## config.mk

```make
export PLATFORM = sky130hd
export DESIGN_NAME = ata_strobe_gen
export DESIGN_NICKNAME = d
export VERILOG_FILES = /design/src/rtl/ata_strobe_pkg.sv /design/src/rtl/ata_timing_sel.sv /design/src/rtl/ata_phase_seq.sv /design/src/rtl/ata_strobe_drv.sv /design/src/rtl/ata_strobe_gen.sv
export SDC_FILE = /design/constraint.sdc
export NUM_CORES = 1
export LEC_CHECK = 0
export ABC_CLOCK_PERIOD_IN_PS = 2200
export BUFFER_PORTS_ARGS = -buffer_cell sky130_fd_sc_hd__buf_4
export CORE_ASPECT_RATIO = 1.4
export CORE_MARGIN = 2
export CORE_UTILIZATION = 50
export DETAILED_ROUTE_END_ITERATION = 10
export GPL_TIMING_DRIVEN = 0
export PLACE_DENSITY = 0.8
export SYNTH_ARGS = -nofsm -noshare
export SYNTH_HDL_FRONTEND = slang
export SYNTH_SLANG_ARGS = --single-unit
```

## constraint.sdc

```tcl
create_clock -name clk -period 2.2 [get_ports clk]
set_input_delay 0.33 -clock clk [delete_from_list [all_inputs] [get_ports clk]]
set_output_delay 0.33 -clock clk [all_outputs]
set_load 0.02 [all_outputs]
```

## src/rtl/ata_strobe_pkg.sv

```systemverilog
package ata_strobe_pkg;
  localparam int WORD_W   = 32;
  localparam int SET_W    = 3;
  localparam int ACT_W    = 5;
  localparam int REC_W    = 4;
  localparam int CNT_W    = (ACT_W > REC_W) ? ACT_W : REC_W;
  // field positions decoded from the word
  localparam int DREC_LSB = 0;
  localparam int DACT_LSB = 4;
  localparam int RREC_LSB = 9;
  localparam int RACT_LSB = 13;
  localparam int DSET_LSB = 22;
  localparam int RSET_LSB = 25;

  typedef enum logic [1:0] {
    PH_IDLE    = 2'd0,
    PH_SETUP   = 2'd1,
    PH_ACTIVE  = 2'd2,
    PH_RECOVER = 2'd3
  } phase_e;

  typedef struct packed {
    logic [CNT_W-1:0] setup;
    logic [CNT_W-1:0] act_m1;
    logic [CNT_W-1:0] rec_m1;
  } cyc_timing_t;

  function automatic logic [SET_W-1:0] get_setup(input logic [WORD_W-1:0] w, input logic reg_sel);
    return reg_sel ? w[RSET_LSB +: SET_W] : w[DSET_LSB +: SET_W];
  endfunction

  function automatic logic [ACT_W-1:0] get_active(input logic [WORD_W-1:0] w, input logic reg_sel);
    return reg_sel ? w[RACT_LSB +: ACT_W] : w[DACT_LSB +: ACT_W];
  endfunction

  function automatic logic [REC_W-1:0] get_recover(input logic [WORD_W-1:0] w, input logic reg_sel);
    return reg_sel ? w[RREC_LSB +: REC_W] : w[DREC_LSB +: REC_W];
  endfunction

  function automatic cyc_timing_t pick_timing(input logic [WORD_W-1:0] w, input logic reg_sel);
    cyc_timing_t t;
    t.setup  = CNT_W'(get_setup(w, reg_sel));
    t.act_m1 = CNT_W'(get_active(w, reg_sel));
    t.rec_m1 = CNT_W'(get_recover(w, reg_sel));
    return t;
  endfunction
endpackage

```

## src/rtl/ata_timing_sel.sv

```systemverilog
module ata_timing_sel
  import ata_strobe_pkg::*;
(
  input  logic [WORD_W-1:0] word,
  input  logic              reg_sel,
  output cyc_timing_t       tsel
);
  // enable bits and the burst clock field belong to other logic
  logic unused_bits;
  assign unused_bits = ^{word[WORD_W-1:28], word[21:18]};

  assign tsel = pick_timing(word, reg_sel);
endmodule

```

## src/rtl/ata_phase_seq.sv

```systemverilog
module ata_phase_seq
  import ata_strobe_pkg::*;
(
  input  logic        clk,
  input  logic        rst_n,
  input  logic        start,
  input  logic        is_write,
  input  cyc_timing_t tsel,
  output phase_e      phase,
  output logic        dir_wr,
  output logic        done,
  output logic        accept_ev
);
  logic [CNT_W-1:0] cnt;
  logic [CNT_W-1:0] act_l;
  logic [CNT_W-1:0] rec_l;
  logic             cnt_zero;

  assign accept_ev = start && (phase == PH_IDLE);
  assign cnt_zero  = (cnt == '0);

  always_ff @(posedge clk) begin
    if (!rst_n) begin
      phase  <= PH_IDLE;
      cnt    <= '0;
      act_l  <= '0;
      rec_l  <= '0;
      dir_wr <= 1'b0;
      done   <= 1'b0;
    end else begin
      done <= 1'b0;
      case (phase)
        PH_IDLE: begin
          if (accept_ev) begin
            act_l  <= tsel.act_m1;
            rec_l  <= tsel.rec_m1;
            dir_wr <= is_write;
            if (tsel.setup != '0) begin
              phase <= PH_SETUP;
              cnt   <= tsel.setup - CNT_W'(1);
            end else begin
              phase <= PH_ACTIVE;
              cnt   <= tsel.act_m1;
            end
          end
        end
        PH_SETUP: begin
          if (cnt_zero) begin
            phase <= PH_ACTIVE;
            cnt   <= act_l;
          end else begin
            cnt <= cnt - CNT_W'(1);
          end
        end
        PH_ACTIVE: begin
          if (cnt_zero) begin
            phase <= PH_RECOVER;
            cnt   <= rec_l;
          end else begin
            cnt <= cnt - CNT_W'(1);
          end
        end
        PH_RECOVER: begin
          if (cnt_zero) begin
            phase <= PH_IDLE;
            done  <= 1'b1;
          end else begin
            cnt <= cnt - CNT_W'(1);
          end
        end
        default: phase <= PH_IDLE;
      endcase
    end
  end
endmodule

```

## src/rtl/ata_strobe_drv.sv

```systemverilog
module ata_strobe_drv
  import ata_strobe_pkg::*;
(
  input  phase_e phase,
  input  logic   dir_wr,
  output logic   rd_n,
  output logic   wr_n,
  output logic   busy
);
  logic strobe_on;
  assign strobe_on = (phase == PH_ACTIVE);
  assign rd_n      = !(strobe_on && !dir_wr);
  assign wr_n      = !(strobe_on && dir_wr);
  assign busy      = (phase != PH_IDLE);
endmodule

```

## src/rtl/ata_strobe_gen.sv

```systemverilog
module ata_strobe_gen
  import ata_strobe_pkg::*;
(
  input  logic              clk,
  input  logic              rst_n,
  input  logic [WORD_W-1:0] timing_word,
  input  logic              start,
  input  logic              is_reg,
  input  logic              is_write,
  output logic              rd_n,
  output logic              wr_n,
  output logic              busy,
  output logic              done
);
  cyc_timing_t tsel;
  phase_e      phase;
  logic        dir_wr;
  logic        accept_ev;

  ata_timing_sel u_sel (
    .word    (timing_word),
    .reg_sel (is_reg),
    .tsel    (tsel)
  );

  ata_phase_seq u_seq (
    .clk       (clk),
    .rst_n     (rst_n),
    .start     (start),
    .is_write  (is_write),
    .tsel      (tsel),
    .phase     (phase),
    .dir_wr    (dir_wr),
    .done      (done),
    .accept_ev (accept_ev)
  );

  ata_strobe_drv u_drv (
    .phase  (phase),
    .dir_wr (dir_wr),
    .rd_n   (rd_n),
    .wr_n   (wr_n),
    .busy   (busy)
  );
endmodule

```

==> results of run 1 <==
[cell families after synthesis]
group,share of synthesized area
flip-flops,0.280
adder cells (fa/ha/maj),0.0779
multiplexers,0.126
buffers and inverters,0.0623
XOR/XNOR,0.0136
AO/OA/AOI/OAI,0.274
AND/OR/NAND/NOR,0.167
[worst max path at each step]
stage                start                           to  slack [ps]  cells after the start
floorplan           is_reg  u_seq.phase[0]$_SDFFE_PN0P_         210                      8
global placement    is_reg  u_seq.phase[0]$_SDFFE_PN0P_          20                      8
detailed placement  is_reg  u_seq.phase[0]$_SDFFE_PN0P_         -70                      8
CTS                 is_reg  u_seq.phase[0]$_SDFFE_PN0P_         250                      8
global route        is_reg  u_seq.phase[0]$_SDFFE_PN0P_         150                      8
finish              is_reg  u_seq.phase[0]$_SDFFE_PN0P_         250                      8
[worst min-delay path, delay by kind of cell]
family / cells / cell delay, ps
buffers and inverters: 1 / 70
multiplexers: 1 / 60
AND/OR/NAND/NOR: 1 / 90
[cells in the mapped netlist, drive strengths merged]
| master | count | area, um2 |
|---|---|---|
| o211a | 10 | 100 |
| a311oi | 2 | 17.5 |
| o21ai | 9 | 56.3 |
| xnor2 | 1 | 8.76 |
| nand3 | 2 | 10.0 |
| o31ai | 2 | 15.0 |
| nor2 | 3 | 11.3 |
| o221ai | 1 | 15.0 |
| and3 | 1 | 7.51 |
| a211oi | 1 | 7.51 |
| or2 | 1 | 6.26 |
| nor3b | 1 | 7.51 |
| xor2 | 1 | 8.76 |
| nor4b | 2 | 32.5 |
| mux2i | 15 | 150 |
| nand2b | 2 | 12.5 |
| ha | 8 | 100 |
| buf | 6 | 38.8 |
| a22o | 3 | 26.3 |
| nor2b | 3 | 18.8 |
| o2111ai | 1 | 8.76 |
| dfxtp | 18 | 360 |
| o22ai | 1 | 6.26 |
| clkbuf | 4 | 15.0 |
| nand2 | 18 | 67.6 |
| a21o | 1 | 7.51 |
| a21oi | 5 | 36.3 |
| o311a | 1 | 10.0 |
| nor4 | 1 | 6.26 |
| mux2 | 1 | 11.3 |
| a22oi | 1 | 12.5 |
| nor3 | 2 | 21.3 |
| a31oi | 4 | 25.0 |
| o211ai | 1 | 7.51 |
| and2 | 2 | 12.5 |
| inv | 7 | 26.3 |
[flip-flops by register name, indices dropped and copies added (netlist names)]
name and flops:
u_seq.act_l 5, u_seq.cnt 5, u_seq.dir_wr 1, u_seq.done 1, u_seq.phase 2, u_seq.rec_l 4
[report_power, final]
part / switching (mW) / internal (mW) / total (mW)
Clock: 0.115 / 0.101 / 0.216
Sequential: 0.0981 / 0.432 / 0.531
Combinational: 0.681 / 0.539 / 1.22
[routing by layer]
layer | track usage | up-vias
li1 | - | 594
met1 | 0.244 | 590
met2 | 0.414 | 35
met3 | 0.0254 | 6
met4 | 0.0938 | 0
met5 | 0 | -
[cell type report]
| cell class | instances | area, um2 | share of cell area |
|---|---|---|---|
| tap | 34 | 42.5 | 0.0266 |
| buffer | 10 | 53.8 | 0.0337 |
| inverter | 7 | 26.3 | 0.0165 |
| sequential | 18 | 360 | 0.226 |
| timing repair buffer | 31 | 233 | 0.146 |
| clock buffer | 4 | 36.3 | 0.0227 |
| multi-input combinational | 107 | 845 | 0.529 |
[cell usage in the layout (no fill, tap or decap), types with 3 or more instances in the layout]
master,synthesis,layout
buf_4,1,32
inv_1,7,7
nand2_1,18,18
nor2b_1,3,3
a21oi_1,4,4
clkbuf_4,0,3
ha_1,8,8
a31oi_1,4,4
mux2i_1,15,15
a22o_1,3,3
clkbuf_1,4,4
o21ai_0,4,4
dfxtp_1,18,18
o211a_1,10,10
buf_2,4,4
nor2_1,3,3
o21ai_1,4,4
[through the flow]
stage / cells / instance area, um2 / setup WS [ps]
finish: 211 / 1600 / 250
CTS: 211 / 1600 / 255
global placement: 207 / 1560 / 20.0
detailed placement: 207 / 1560 / -73.5
global route: 211 / 1600 / 155
floorplan: 142 / 1280 / 213
==> qor.txt, run 1 <==
CTS Hold Bufs = 0
Worst-Skew Late Latency = 300 ps
Worst Min Path Start = is_write
RSZ-0062 raised after global routing = false
Setup crit end kind = register
Diode count = 0
Crit path launch type = input pin
R2R Setup Slk = 430 ps
Crit path max-delay family = buffers and inverters
Sequential area share after synthesis = 0.280
Max-slew headroom = 0.687
Max-cap violations = 0
Die height = 64.0 um
Largest net degree at the start of global routing = 11
Remaining Overflow, GRT = 0
WP data required = 2400 ps
Hold slack final = 283 ps
Die footprint = 0.00300 mm2
Syn avg cell area = 9.05 um2
Least-Margin Pin Slew = 463 ps
Postcts setup bufs = 0
Crit path buffers/inverters = 3
Clock root buffer = clkbuf_4
WS Path Type = input pin to register
Drt first pass iters = 4
Clock-pin slew on the worst setup and hold paths = 110 ps
Max Freq = 0.513 GHz
Total power draw = 1.97 mW
Cells after synthesis = 142
Fin crit share = 0.886
DP Wirelength = 2440 um
R2R cell count = 6
Number of global-route vias before repair = 1204
Crit path DAT = 2150 ps
Top Metal Used = met4
Setup TNS = 0 ps
Final design utilization = 0.660
Netlist cell types = 43
Fillers = 216
Clock skew after layout = 1.03 ps
Synth-to-layout area growth = 24.2%
Global-route wire length before repair = 5110 um
Ports = 41
Worst-path cell chain = buf_2, buf_4, mux2i_1, ha_1, ha_1, clkbuf_1, nor2_1, o311a_1
Post-Route M1 WL = 1250 um
Most used cell, CP = ha_1
Reg2reg end = u_seq.phase[0]$_SDFFE_PN0P_
Clock sink count = 18
Final ANT Viol Nets = 0
FP Rows = 21
Synthesis Warnings = 0
Peak supply drop = 0.752 mV
Routed vias = 1225
CP max-delay cell = clkbuf_1
Port Buffer Count = 31
CTS max path bufs = 2
Vias per inst = 5.81
TritonCTS clock tree = built
DIE WIDTH = 46.8 um
WL met3 = 94 um
Post-Syn Area = 0.00128 mm2
CTS H-tree depth = 1
Final GP Congestion = 0.876
# setup viols final = 0
Initial antenna violation count = 0
Crit path max fanout = 10
Fin nets = 223
Hold path cells = 3
Effective utilization at floorplan = 0.532
WL per Instance = 14.7 um
Share of cells above drive strength 1 = 0.277
CTS Buf Count = 3
Status = finished clean
Crit Reg-Reg Startpoint = u_seq.phase[0]$_SDFFE_PN0P_
Syn nets = 187
PostCTS Resize Cnt = 0
Worst min-delay path category = input pin to register
Drt total wl = 3100 um
#FFs+latches synth = 18
Worst Hold End = u_seq.dir_wr$_SDFFE_PN0P_
GRT Total Usage = 0.227
Drt drc = 0
Crit path time final = 1950 ps
Core area = 0.00242 mm2
Slew Limit Fails = 0
Crit-path max cell delay = 370 ps
Final hold vios = 0
Power per cell area = 1230 mW/mm2
1st-iter DRT viols = 39
Met2 WL = 1710 um
Static Leak = 0.788 nW
(Power assumes the default switching activity.)
==> inputs of run 2 (changes only) <==
CORE_UTILIZATION = 52   (was 50)
CTS_BUF_LIST = sky130_fd_sc_hd__clkbuf_8   (was default)
PLACE_DENSITY = 0.82   (was 0.8)
==> qor.txt, run 2 (synthesis gave the netlist of run 1 again) <==
Final hold vios = 0 (unchanged)
PostCTS Resize Cnt = 0 (unchanged)
Number of global-route vias before repair = 1187 (-1.4%)
Die height = 62.8 um (-1.8%)
Clock skew after layout = 1.20 ps (+0.168 ps)
Crit path max fanout = 10 (unchanged)
Slew Limit Fails = 0 (unchanged)
Ports = 41 (unchanged)
Fillers = 194 (-10%)
Commonest cells after routing, fill and taps aside = buf_4 (32), nand2_1 (18), dfxtp_1 (18)
WL per Instance = 14.5 um (-1.2%)
FP Rows = 21 (unchanged)
Final design utilization = 0.677 (+0.0168)
CTS H-tree depth = 1 (unchanged)
Static Leak = 0.796 nW (+0.99%)
Most common cell after layout, fill and taps aside = buf_4
CTS max path bufs = 2 (unchanged)
Fin crit share = 0.898 (+0.0115)
Worst min-delay path category = input pin to register
Hold path cells = 3 (unchanged)
Die footprint = 0.00289 mm2 (-3.6%)
Final GP Congestion = 0.889 (+1.4%)
Drt first pass iters = 4 (unchanged)
Core area = 0.00236 mm2 (-2.2%)
Crit path DAT = 2160 ps (about the same)
Final setup margin = 225 ps (-25.2 ps)
Max-cap violations = 0 (unchanged)
Final ANT Viol Nets = 0 (unchanged)
RSZ-0062 raised after global routing = false
Initial antenna violation count = 0 (unchanged)
1st-iter DRT viols = 21 (-46%)
Synth-to-layout area growth = 24.6%
CTS Buf Count = 3 (unchanged)
Postcts setup bufs = 0 (unchanged)
Drt total wl = 2910 um (-6.4%)
Vias per inst = 5.90 (+1.5%)
Post-route insts no fill = 200 (-5.2%)
Placed cells = 196 (-5.3%)
CTS Hold Bufs = 0 (unchanged)
Clock root buffer = clkbuf_8
DIE WIDTH = 46.0 um (-1.8%)
Peak supply drop = 0.700 mV (-7.0%)
Clock-pin slew on the worst setup and hold paths = 70 ps (-40 ps)
GRT Total Usage = 0.222 (-0.00452)
Port Buffer Count = 31 (unchanged)
Setup crit end kind = register
Crit path launch type = input pin
Total power draw = 2.02 mW (+2.8%)
Pre-CTS WS = -43.5 ps (+29.9 ps)
R2R cell count = 6 (unchanged)
Status = finished clean
Crit path time final = 1970 ps (+25.2 ps)
Setup TNS = 0 ps (unchanged)
# setup viols final = 0 (unchanged)
Max-slew headroom = 0.695 (+0.00838)
Global-route wire length before repair = 4950 um (-3.1%)
Share of cells above drive strength 1 = 0.277 (unchanged)
Least-Margin Pin Slew = 453 ps (-10.2 ps)
TritonCTS clock tree = built
DP Wirelength = 2320 um (-5.1%)
WS Path Type = input pin to register
Routed vias = 1179 (-3.8%)
Largest net degree at the start of global routing = 11 (unchanged)
Drt drc = 0 (unchanged)
Worst-Skew Late Latency = 250 ps (-50 ps)
Largest registers = u_seq.act_l (5), u_seq.cnt (5), u_seq.rec_l (4)
Max Freq = 0.506 GHz (-1.3%)
Remaining Overflow, GRT = 0 (unchanged)
Power per cell area = 1260 mW/mm2 (+2.5%)
Fin nets = 223 (unchanged)
Clock sink count = 18 (unchanged)
Effective utilization at floorplan = 0.543 (+0.0118)
WP data required = 2390 ps (about the same)
Diode count = 0 (unchanged)
[run 2: changes by cell type in the layout (fill, tap and decap cells not counted)]
cell	before	now
clkbuf_8	1	4
clkbuf_4	3	0
[run 2: worst paths after layout]
kind,end,slack (ps),start
worst max-delay path,u_seq.cnt[2]$_SDFFE_PN0P_,230,is_reg
worst min-delay path,u_seq.dir_wr$_SDFFE_PN0P_,330,is_write
worst max register to register,u_seq.phase[0]$_SDFFE_PN0P_,420,u_seq.phase[0]$_SDFFE_PN0P_
worst min register to register,u_seq.rec_l[0]$_SDFFE_PN0P_,500,u_seq.rec_l[0]$_SDFFE_PN0P_
[run 2: power by group]
group | switching [mW] | leakage [nW] | internal (mW)
Clock | 0.114 | 0.0288 | 0.159
Combinational | 0.684 | 0.618 | 0.538
Sequential | 0.0926 | 0.149 | 0.433
[run 2: through the flow]
| stage | hold WS, ps | area (um2) |
|---|---|---|
| after global routing | 348 | 1600 |
| after global placement | 477 | 1550 |
| final | 334 | 1600 |
| after CTS | 336 | 1600 |
| after floorplan | 466 | 1280 |
| after detailed placement | 488 | 1550 |
[run 2: per-layer routing]
| layer | vias to the layer above | global-route usage | share of wire |
|---|---|---|---|
| met5 | - | 0 | 0 |
| met4 | 0 | 0.0750 | 0.018 |
| met3 | 6 | 0.0289 | 0.027 |
| met2 | 24 | 0.396 | 0.54 |
| met1 | 558 | 0.254 | 0.41 |
| li1 | 591 | - | - |
[run 2: cell type report]
| type | count | area [um2] | share of cell area |
|---|---|---|---|
| buffer | 10 | 53.8 | 0.0336 |
| clock buffer | 4 | 55.1 | 0.0344 |
| inverter | 7 | 26.3 | 0.0164 |
| multi-input combinational | 107 | 845 | 0.527 |
| sequential | 18 | 360 | 0.225 |
| tap | 23 | 28.8 | 0.0180 |
| timing repair buffer | 31 | 233 | 0.145 |
[run 2: worst max-delay path, cell delays in order]
cell,delay (ps)
buf_2,130
buf_4,220
mux2i_1,270
ha_1,190
ha_1,130
clkbuf_1,360
mux2i_1,260
o22ai_1,110
a21oi_1,150
==> inputs of run 3 (changes only) <==
ABC_CLOCK_PERIOD_IN_PS = 2550   (was 2200)
CORE_ASPECT_RATIO = 0.9   (was 1.4)
CORE_UTILIZATION = 55   (was 52)
PLACE_DENSITY = 0.86   (was 0.82)
clock period = 2.55 ns   (was 2.2 ns; I/O delays follow)
==> qor.txt, run 3 (synthesis gave the netlist of run 1 again) <==
Status = finished clean
Clk pwr share = 0.136 (about the same)
CTS Buf Count = 3 (unchanged)
Crit path max fanout = 10 (unchanged)
Commonest cells after routing, fill and taps aside = buf_4 (32), nand2_1 (18), dfxtp_1 (18)
Switch Pwr = 790 uW (-11%)
Port Buffer Count = 31 (unchanged)
Largest registers = u_seq.act_l (5), u_seq.cnt (5), u_seq.rec_l (4)
WL per Instance = 15.1 um (+4.3%)
Worst min-delay path category = input pin to register
# setup viols final = 0 (unchanged)
DIE WIDTH = 55.0 um (+19%)
Drt drc = 0 (unchanged)
Core area = 0.00220 mm2 (-6.9%)
Global-route wire length before repair = 5060 um (+2.1%)
Crit path DAT = 2230 ps (+70 ps)
Combinational Power Share = 0.605 (about the same)
Worst-Skew Late Latency = 260 ps (about the same)
Max-slew headroom = 0.698 (+0.00263)
Drt first pass iters = 4 (unchanged)
Static Leak = 0.796 nW (unchanged)
Least-Margin Pin Slew = 447 ps (-6.07 ps)
Peak supply drop = 0.911 mV (+30%)
Final ANT Viol Nets = 0 (unchanged)
Crit path time final = 2040 ps
Design Area, Final = 0.00161 mm2 (+0.31%)
Fin nets = 223 (unchanged)
Slew Limit Fails = 0 (unchanged)
Clock skew after layout = 4.78 ps (+3.58 ps)
RSZ-0062 raised after global routing = false
Remaining Overflow, GRT = 0 (unchanged)
Met2 Use GR = 0.429 (+0.0327)
DP Wirelength = 2430 um (+4.9%)
GRT Max-Usage Layer = met2
CTS Hold Bufs = 0 (unchanged)
WP data required = 2750 ps (+360 ps)
TritonCTS clock tree = built
Setup TNS = 0 ps (unchanged)
Effective utilization at floorplan = 0.584 (+0.0401)
Number of global-route vias before repair = 1163 (-2.0%)
FP Rows = 16 (-24%)
Area after DPL = 0.00155 mm2 (+0.32%)
Fillers = 170 (-12%)
Final hold vios = 0 (unchanged)
Max Freq = 0.491 GHz
CTS H-tree depth = 1 (unchanged)
Crit path launch type = input pin
Postcts setup bufs = 0 (unchanged)
Final GP Congestion = 0.824 (-7.2%)
Clock sink count = 18 (unchanged)
WS Path Type = input pin to register
1st-iter DRT viols = 26 (+24%)
GRT Total Usage = 0.257 (+0.0351)
Synth-to-layout area growth = 25.0%
Seq pwr share = 0.259 (about the same)
Drt total wl = 3090 um (+6.4%)
Die footprint = 0.00274 mm2 (-5.2%)
Ports = 41 (unchanged)
Final design utilization = 0.730 (+0.0523)
Clock-pin slew on the worst setup and hold paths = 70 ps (about the same)
CTS max path bufs = 2 (unchanged)
Die height = 49.9 um (-21%)
Vias per inst = 5.89 (-0.13%)
Largest net degree at the start of global routing = 11 (unchanged)
PostCTS Resize Cnt = 0 (unchanged)
Power per cell area = 1100 mW/mm2 (-13%)
GR Util met1 = 0.317 (+0.0630)
Sw frac = 0.447 (+0.00604)
Most common cell after layout, fill and taps aside = buf_4
Share of cells above drive strength 1 = 0.277 (unchanged)
Fin crit share = 0.799
Int Power = 977 uW (-14%)
Met3 Use GR = 0.0636 (+0.0347)
Clock root buffer = clkbuf_8
Initial antenna violation count = 0 (unchanged)
Max-cap violations = 0 (unchanged)
Setup crit end kind = register
Routed vias = 1201 (+1.9%)
Diode count = 0 (unchanged)
run 3: cell type report:
| class | instances | area, um2 | area share |
|---|---|---|---|
| Timing Repair Buffer | 31 | 233 | 0.145 |
| Buffer | 10 | 53.8 | 0.0335 |
| Sequential cell | 18 | 360 | 0.224 |
| Clock buffer | 4 | 55.1 | 0.0343 |
| Inverter | 7 | 26.3 | 0.0164 |
| Multi-Input combinational cell | 107 | 845 | 0.526 |
| Tap cell | 27 | 33.8 | 0.0210 |
run 3: worst max-delay path, stage by stage:
cell	delay, ps
buf_2	140
buf_4	230
mux2i_1	280
ha_1	190
ha_1	130
clkbuf_1	360
mux2i_1	260
o22ai_1	100
a21oi_1	160
run 3: per-stage QoR:
step | setup slack, ps | cells | hold WS, ps | power, mW
final | 514 | 204 | 384 | 1.77
after global routing | 343 | 204 | 437 | 1.89
after CTS | 529 | 204 | 383 | 1.76
after detailed placement | 258 | 200 | 483 | 1.51
after global placement | 311 | 200 | 476 | 1.47
after floorplan | 511 | 142 | 466 | 1.26
run 3: power groups by stage:
stage	registers, mW	logic (mW)	clock network [mW]
detailed placement	0.464	1.05	0
floorplan	0.441	0.820	0
finish	0.458	1.07	0.240
global placement	0.454	1.01	0
global route	0.469	1.16	0.253
CTS	0.458	1.06	0.242
run 3: metal layers:
metal  vias up  part of all wire
met5         -                 0
met4         0             0.013
met3         4             0.048
met2        33              0.50
met1       572              0.44
li1        592                 -
run 3: path summary, 6_finish.rpt:
kind,start,endpoint,slack [ps],cells after the start
max reg2reg,u_seq.phase[0]$_SDFFE_PN0P_,u_seq.phase[0]$_SDFFE_PN0P_,790,6
min reg2reg,u_seq.act_l[3]$_SDFFE_PN0P_,u_seq.act_l[3]$_SDFFE_PN0P_,500,1
max,is_reg,u_seq.cnt[2]$_SDFFE_PN0P_,510,9
min,is_write,u_seq.dir_wr$_SDFFE_PN0P_,380,3
